<file path="config.mk">
export PLATFORM = sky130hd
export DESIGN_NAME = wh_link
export DESIGN_NICKNAME = d
export VERILOG_FILES = /design/src/rtl/wh_link_pkg.sv /design/src/rtl/wh_link_ctrl.sv /design/src/rtl/wh_link_dp.sv /design/src/rtl/wh_link.sv
export SDC_FILE = /design/constraint.sdc
export NUM_CORES = 1
export LEC_CHECK = 0
export CORE_MARGIN = 5
export CORE_UTILIZATION = 48
export DETAILED_ROUTE_END_ITERATION = 16
export HOLD_SLACK_MARGIN = 0.1
export PLACE_DENSITY = 0.75
export SETUP_SLACK_MARGIN = 0.1
export SYNTH_ARGS = -nofsm -noshare
export SYNTH_HDL_FRONTEND = slang
export SYNTH_SLANG_ARGS = --single-unit
export TNS_END_PERCENT = 1
</file>
<file path="constraint.sdc">
create_clock -name clk -period 2.2 [get_ports clk]
set_input_delay 0.22 -clock clk [delete_from_list [all_inputs] [get_ports clk]]
set_output_delay 0.22 -clock clk [all_outputs]
set_load 0.05 [all_outputs]
</file>
<file path="src/rtl/wh_link_pkg.sv">
package wh_link_pkg;

  typedef enum logic [1:0] {
    KIND_HEAD = 2'b00,
    KIND_BODY = 2'b01,
    KIND_TAIL = 2'b10,
    KIND_SOLO = 2'b11
  } flit_kind_t;

  typedef struct packed {
    logic loadTx;   // capture source flit into the sender register
    logic push;     // flit crosses the link into the receive buffer
    logic pop;      // core takes the head of the receive buffer
  } link_strb_t;

endpackage

</file>
<file path="src/rtl/wh_link_ctrl.sv">
module wh_link_ctrl
  import wh_link_pkg::*;
#(
  parameter int DEPTH = 4
) (
  input  logic       clk,
  input  logic       rstN,
  input  logic       srcValid,
  input  logic [1:0] srcType,
  input  logic [1:0] linkType,
  input  logic       coreReady,
  output logic       srcReady,
  output logic       linkReq,
  output logic       rxRdy,
  output logic       coreValid,
  output link_strb_t strb
);
  localparam int CNT_W = $clog2(DEPTH + 1);

  logic             txValid;
  logic             pktOpen;
  logic [CNT_W-1:0] rxCount;
  logic             xfer;
  logic             accept;
  logic             legal;
  logic             loadTx;
  logic             pop;

  assign rxRdy     = rxCount < CNT_W'(DEPTH);
  assign xfer      = txValid & rxRdy;
  assign srcReady  = ~txValid | xfer;
  assign accept    = srcValid & srcReady;
  assign legal     = pktOpen ? (srcType == KIND_BODY || srcType == KIND_TAIL)
                             : (srcType == KIND_HEAD || srcType == KIND_SOLO);
  assign loadTx    = accept & legal;
  assign coreValid = rxCount != '0;
  assign pop       = coreValid & coreReady;
  assign linkReq   = txValid;

  always_comb begin
    strb        = '0;
    strb.loadTx = loadTx;
    strb.push   = xfer;
    strb.pop    = pop;
  end

  always_ff @(posedge clk) begin
    if (!rstN) begin
      txValid <= 1'b0;
      pktOpen <= 1'b0;
      rxCount <= '0;
    end else begin
      if (loadTx)    txValid <= 1'b1;
      else if (xfer) txValid <= 1'b0;
      if (loadTx) begin
        if (srcType == KIND_HEAD)      pktOpen <= 1'b1;
        else if (srcType == KIND_TAIL) pktOpen <= 1'b0;
      end
      case ({xfer, pop})
        2'b10:   rxCount <= rxCount + 1'b1;
        2'b01:   rxCount <= rxCount - 1'b1;
        default: rxCount <= rxCount;
      endcase
    end
  end

  // Receiver-side view of packet framing, tracked from what crosses the link
  logic rxOpen;
  always_ff @(posedge clk) begin
    if (!rstN) rxOpen <= 1'b0;
    else if (xfer) begin
      if (linkType == KIND_HEAD)      rxOpen <= 1'b1;
      else if (linkType == KIND_TAIL) rxOpen <= 1'b0;
    end
  end

  p_framing_r8: assert property (@(posedge clk) disable iff (!rstN)
    xfer |-> (rxOpen ? (linkType == KIND_BODY || linkType == KIND_TAIL)
                     : (linkType == KIND_HEAD || linkType == KIND_SOLO)));

  p_req_held_r3: assert property (@(posedge clk) disable iff (!rstN)
    (linkReq && !rxRdy) |=> linkReq);

  p_no_overflow_r4: assert property (@(posedge clk) disable iff (!rstN)
    rxCount <= CNT_W'(DEPTH));

endmodule

</file>
<file path="src/rtl/wh_link_dp.sv">
module wh_link_dp
  import wh_link_pkg::*;
#(
  parameter int DATA_W = 16,
  parameter int DEPTH  = 4
) (
  input  logic              clk,
  input  logic              rstN,
  input  link_strb_t        strb,
  input  logic              txHeld,
  input  logic              rxRdy,
  input  logic [1:0]        srcType,
  input  logic [DATA_W-1:0] srcData,
  output logic [1:0]        linkType,
  output logic [DATA_W-1:0] linkData,
  output logic [1:0]        coreType,
  output logic [DATA_W-1:0] coreData
);
  localparam int IDX_W = (DEPTH > 1) ? $clog2(DEPTH) : 1;
  localparam int ENT_W = DATA_W + 2;

  logic [1:0]        txType;
  logic [DATA_W-1:0] txData;
  logic [ENT_W-1:0]  mem [DEPTH];
  logic [IDX_W-1:0]  wrPtr;
  logic [IDX_W-1:0]  rdPtr;

  function automatic logic [IDX_W-1:0] bump(input logic [IDX_W-1:0] p);
    return (p == IDX_W'(DEPTH - 1)) ? '0 : p + 1'b1;
  endfunction

  always_ff @(posedge clk) begin
    if (!rstN) begin
      txType <= KIND_HEAD;
      txData <= '0;
    end else if (strb.loadTx) begin
      txType <= srcType;
      txData <= srcData;
    end
  end

  always_ff @(posedge clk) begin
    if (!rstN) begin
      wrPtr <= '0;
      rdPtr <= '0;
    end else begin
      if (strb.push) wrPtr <= bump(wrPtr);
      if (strb.pop)  rdPtr <= bump(rdPtr);
    end
  end

  always_ff @(posedge clk) begin
    if (strb.push) mem[wrPtr] <= {txType, txData};
  end

  assign linkType = txType;
  assign linkData = txData;
  assign {coreType, coreData} = mem[rdPtr];

  p_hold_r3: assert property (@(posedge clk) disable iff (!rstN)
    (txHeld && !rxRdy) |=> ($stable(txData) && $stable(txType)));

endmodule

</file>
<file path="src/rtl/wh_link.sv">
module wh_link
  import wh_link_pkg::*;
#(
  parameter int DATA_W = 16,
  parameter int DEPTH  = 4
) (
  input  logic              clk,
  input  logic              rstN,
  input  logic              srcValid,
  input  logic [1:0]        srcType,
  input  logic [DATA_W-1:0] srcData,
  output logic              srcReady,
  output logic              linkRa,
  output logic [1:0]        linkType,
  output logic [DATA_W-1:0] linkData,
  output logic              coreValid,
  output logic [1:0]        coreType,
  output logic [DATA_W-1:0] coreData,
  input  logic              coreReady
);
  link_strb_t strb;
  logic       linkReq;
  logic       rxRdy;

  wh_link_ctrl #(.DEPTH(DEPTH)) u_ctrl (
    .clk(clk), .rstN(rstN), .srcValid(srcValid), .srcType(srcType),
    .linkType(linkType), .coreReady(coreReady), .srcReady(srcReady),
    .linkReq(linkReq), .rxRdy(rxRdy), .coreValid(coreValid), .strb(strb)
  );

  wh_link_dp #(.DATA_W(DATA_W), .DEPTH(DEPTH)) u_dp (
    .clk(clk), .rstN(rstN), .strb(strb), .txHeld(linkReq), .rxRdy(rxRdy),
    .srcType(srcType), .srcData(srcData), .linkType(linkType),
    .linkData(linkData), .coreType(coreType), .coreData(coreData)
  );

  // Shared line: high while sending, otherwise low only when receiver has room
  assign linkRa = linkReq | ~rxRdy;

  p_core_hold_r5: assert property (@(posedge clk) disable iff (!rstN)
    (coreValid && !coreReady) |=> (coreValid && $stable(coreData) && $stable(coreType)));

endmodule

</file>
## After elaboration in Yosys (flattened, before gate mapping)

Memory sizes are Yosys's and may differ from the RTL's. A register that Yosys moved wholly into a read port is not among the register bits.
Cells that the tools add are included.

| operators by class | value |
|---|---|
| bitwise operators | 8 |
| eq/ne operators | 7 |
| reduce and logical (&&, ||, !) cells | 8 |
| order comparisons | 1 |
| $add $sub $neg | 4 |
| mux-type cells | 12 |

Operators with widths:

| kind | count |
|---|---|
| $eq 2x2->1 const B | 5 |
| $mux 2 | 4 |
| $mux 1 | 7 |
| $pmux 3 s2 | 1 |
| $reduce_bool 2->1 | 3 |
| $add 2x1->2 const B | 2 |
| $and 1x1->1 | 4 |
| $eq 2x1->1 const B | 2 |
| $add 3x1->3 const B | 1 |
| $lt 3x3->1 const B | 1 |
| $reduce_bool 3->1 | 1 |
| $sub 3x1->3 const B | 1 |
| $logic_not 2->1 | 1 |
| $logic_or 1x1->1 | 2 |
| $not 1->1 | 2 |
| $or 1x1->1 | 2 |
| $reduce_and 2->1 | 1 |

| word-level totals | value |
|---|---|
| bits in registers | 27 |
| memories | 1 |
| bits of input ports | 22 |
| output and inout port bits | 39 |
| bits in writable memories | 72 |

Memories:

| memory | words | bits a word | read ports | clocked after Yosys merged registers in | wr ports | RTL line | RTL |
|---|---|---|---|---|---|---|---|
| u_dp.mem | 4 | 18 | 1 | 1 | 1 | wh_link_dp.sv:24 | `logic [ENT_W-1:0] mem [DEPTH];` |

## Logic depth before layout (Yosys ltp)

| logic depth | value |
|---|---|
| word-level depth | 6 |
| depth in mapped cells | 9 |
| gate-level depth less buffers | 8 |

## By module

From an unflattened synthesis, not the netlist that was laid out.

| second synthesis, totals | value |
|---|---|
| cell total of the unflattened synthesis | 223 |
| area total of the unflattened synthesis | 3910.0 µm² |

By module, submodules not included:

| module | area each (µm²) | cells an instance | times used |
|---|---|---|---|
| wh_link_dp | 3555.9 | 180 | 1 |
| wh_link_ctrl | 347.8 | 42 | 1 |
| wh_link | 6.3 | 1 | 1 |

## Least setup slack after synthesis

OpenSTA, ideal clock, no wires.

| timing path | value |
|---|---|
| kind | reg-to-reg |
| start point | register u_ctrl.rxCount[2] |
| end point | register u_ctrl.rxCount[2] |
| data arrival time | 2.061 ns |
| library setup time | 0.076 ns |
| setup slack | 0.063 ns |
| buffers on the path | 1 |
| stages on the path, launching flop included | 10 |
| data required time | 2.124 ns |
| cells stage by stage | dfxtp_1 > and2b_2 > clkbuf_1 > inv_1 > ha_1 > inv_1 > fa_1 > xor2_1 > or3_2 > a21boi_0 |

| between the ends | value |
|---|---|
| word-level cells in the longest chain between the ends | 4 |
| elaborated cells between the ends (all ways) | 10 |

RTL lines:

| element | RTL line | RTL |
|---|---|---|
| start: declaration | wh_link_ctrl.sv:22 | `logic [CNT_W-1:0] rxCount;` |
| start signal: assignment | wh_link_ctrl.sv:60 | `2'b10: rxCount <= rxCount + 1'b1;` |
| start signal: assignment | wh_link_ctrl.sv:61 | `2'b01: rxCount <= rxCount - 1'b1;` |
| start signal: assignment | wh_link_ctrl.sv:62 | `default: rxCount <= rxCount;` |
| $lt 3x3->1 or $reduce_bool 3->1 (tied branches) | wh_link_ctrl.sv:29, wh_link_ctrl.sv:36 |  |
| $and 1x1->1, on equally long branches | wh_link_ctrl.sv:30, wh_link_ctrl.sv:37 |  |
| $eq 2x1->1 or $eq 2x2->1 (tied branches) | wh_link_ctrl.sv:59 | `case ({xfer, pop})` |
| $pmux 3 s2 or $reduce_bool 2->1 (tied branches) | - |  |

Several ways; a longest one is shown, not always the timed one.
A chain may end at the register's enable or synchronous reset.

## Final worst setup path

Same ends and word-level chain as after synthesis.

==> reports/results.ini <==
[run_status]
status = finished, final reports clean

[final_layout]
layout.cells.non_filler = 423
area_growth_pct = 23.39
post_route_cells_drive_above_1_share = 0.2296
fillerInstances = 613
final_common_cell = edfxtp_1
antenna_cells = 0
layout_common_cells = 72 x edfxtp_1, 40 x clkdlybuf4s50_1, 39 x nand2_1
final_core_util = 0.5998
nets = 344

[pwr]
p_comb_frac = 0.271
internal_power_mw = 3.139
sequentialPowerShare = 0.485
power_switching_mw = 1.404
p_leak_nw = 1.741
ir_worst_vdd_uv = 720.9
clockPowerShare = 0.244
swShare = 0.3091
power.density_mw_per_mm2 = 931.1
power_mw = 4.542

[timing]
setup_violations = 0
layout_worst_path_cycle_share = 0.9340
fmax_ghz = 0.4867
rsz0062_at_grt = yes
finalCriticalPeriod_ns = 2.055
hold_viol = 0
relSlewSlack = 0.6536
worst_pin_slew_ns = 0.5180
holdWs_ns = 0.2793
clock-skew-final_ns = 0.007290
drv_slew = 0

[placement]
gp_congestion = 0.7371
portBuffers = 60
place_inst = 406
dp_hpwl_um = 4647

[worst_setup_path]
r2r_setup_slack_ns = 0.15
cp-end-kind = flop
cpMaxStageDelayCell = or3_2
cp_slowest_stage_delay_ns = 0.42
worstReg2RegEnd = u_ctrl.rxCount[2]
crit_path_cell_trace = and2b_2 > inv_1 > ha_1 > inv_1 > fa_1 > xor2_1 > or3_2 > a21boi_1
worstSetupPathType = flop to flop
critPathRequiredTime_ns = 2.47
start_kind = flop
path_max_fanout = 7
crit_top_cell = inv_1
rr_startpoint = u_ctrl.rxCount[2]
cp_data_arrival_time_ns = 2.33
ff2ff_path_depth = 8

[clocking]
cts-buffers-inserted = 9
htreeDepth = 3
cts_buffer_depth = 2
clock_latency_ns = 0.35
cts_tree = yes
hold_buffers = 0
cts-root-buf = clkbuf_8
clock_sinks = 101
path_clk_slew_ns = 0.09

[drt]
viasPerCell = 4.979
via_count = 2106
wl_um = 6722
antenna_left = 0
post_drt_wl_per_cell_um = 15.89
drc = 0
drt-pass1-iter-count = 4
first_iter_violations = 95

[grt]
grt_max_degree = 20
antenna_found_initial = 0
gr-total-overflow = 0
grt_pass1_wl_um = 11180
grt_use_total = 0.1467
first_global_vias = 2157

[synthesis]
synth_cell_types = 31
syn_area_per_cell_um2 = 16.41
syn-num-nets = 272
yosysSeqAreaShare = 0.6937
synth_warnings = 0
synth-seq-cells = 101
post_synth_inst_count = 241
synthesis.area_mm2 = 0.003954

[hold_path]
worst_hold_path.endpoint = u_dp.linkData[7]
min_path_type = primary input to flop
holdPathStages = 3
min_from = rstN

[die]
core_mm2 = 0.008134
dieArea_mm2 = 0.01015
die_h_um = 100.8
ioPinCount = 61
fp.dieW_um = 100.8
num_rows = 33
initial_utilization = 0.4861

[job]
maxCapViolCount = 0

power by group through the flow:
| stage | sequential [mW] | clock [mW] | combinational (mW) |
|---|---|---|---|
| 5_1_grt | 2.22 | 1.23 | 1.31 |
| 3_5_place_dp | 2.25 | 0 | 1.25 |
| 2_1_floorplan | 2.30 | 0 | 0.825 |
| 3_3_place_gp | 2.24 | 0 | 1.24 |
| 6_report | 2.20 | 1.11 | 1.23 |
| 4_1_cts | 2.20 | 1.14 | 1.26 |
per-stage QoR:
stage	worst slack, ns	TNS, ns	area [um2]
after floorplan	0.1184	0	3956
after global placement	0.03110	0	4681
after detailed placement	-0.05069	-0.05069	4681
after CTS	0.07363	0	4876
after global routing	0.05147	0	4878
final	0.1452	0	4878
synthesized netlist by cell type:
master     n  area [um2]
nand2_1   39       146.4
nor3b_1    1       7.510
xnor2_1    2       17.52
a21boi_0   1       7.510
edfxtp_1  72        2162
inv_1     10       37.54
dfxtp_1   29       580.6
ha_1       8       100.1
and2_4     1       8.760
and2_1     6       37.54
mux4_2    18       405.4
or3_2      2       15.01
xor2_1     1       8.760
o221a_2    1       11.26
fa_1       1       20.02
and2b_2    1       8.760
and3_4     1       11.26
or2_2      1       6.260
o31ai_1    1       7.510
a41oi_1    1       8.760
buf_12     2       40.04
clkbuf_1   7       26.28
nor2_1     2       7.510
inv_2      1       3.750
buf_4      1       7.510
nand3_1    2       10.01
buf_2      2       10.01
mux2i_1   20       200.2
nor2b_1    2       12.51
o21a_1     1       7.510
o21ai_0    4       20.02
cell type report:
cell class	instances	area (um2)	area share
multi-input combinational	117	1086	0.2226
sequential	101	2744	0.5625
clock inverter	7	63.81	0.01308
timing repair buffer	73	688.2	0.1411
tap	105	131.4	0.02693
clock buffer	9	123.9	0.02539
inverter	11	41.29	0.008464
flip-flops by register name (all words and copies together) (netlist names), named ones only:
name and cells:
u_dp.wrPtr 2, u_dp.mem 72, u_dp.rdPtr 2, u_dp.linkData 16, u_ctrl.rxCount 3, u_ctrl.pktOpen 1
u_dp.linkType 2, u_ctrl.linkReq 1
critical path, delay by kind of cell (launching register included):
family / cells / cell delay [ns]
compound gates: 1 / 0.16
xor+xnor: 1 / 0.16
fa+ha+maj: 2 / 0.54
buf+inv: 2 / 0.11
flops: 1 / 0.38
simple gates: 2 / 0.65
layer usage:
| layer | up-vias | track usage | routed length [um] |
|---|---|---|---|
| li1 | 1027 | - | - |
| met1 | 1026 | 0.1969 | 2798 |
| met2 | 42 | 0.2339 | 3503 |
| met3 | 11 | 0.02284 | 283 |
| met4 | 0 | 0.07150 | 137 |
| met5 | - | 0 | 0 |
worst max path at each step:
stage	start	endpoint	slack, ns
after floorplan	u_ctrl.rxCount[2]	u_ctrl.rxCount[2]	0.12
after global placement	coreReady	u_ctrl.rxCount[2]	0.03
after detailed placement	coreReady	u_ctrl.rxCount[2]	-0.05
after CTS	u_ctrl.rxCount[0]	coreValid	0.07
after global routing	u_ctrl.rxCount[2]	u_ctrl.rxCount[2]	0.05
final	u_ctrl.rxCount[2]	u_ctrl.rxCount[2]	0.15
timing repair:
| item | CTS | global route |
|---|---|---|
| gates resized for setup | 1 | 1 |
| buffers inserted | 1 | 0 |
| setup endpoints to repair | 2 | 2 |
logic make-up after synthesis:
logic type	count (synthesis)	synth area share
buffers and inverters	23	0.03165
AND/OR/NAND/NOR	58	0.06867
AO/OA/AOI/OAI	9	0.01583
XOR/XNOR	3	0.006647
flip-flops	101	0.6937
multiplexers	38	0.1532
adder cells (fa/ha/maj)	9	0.03038
No activity file was read; power rests on OpenSTA's default activity.
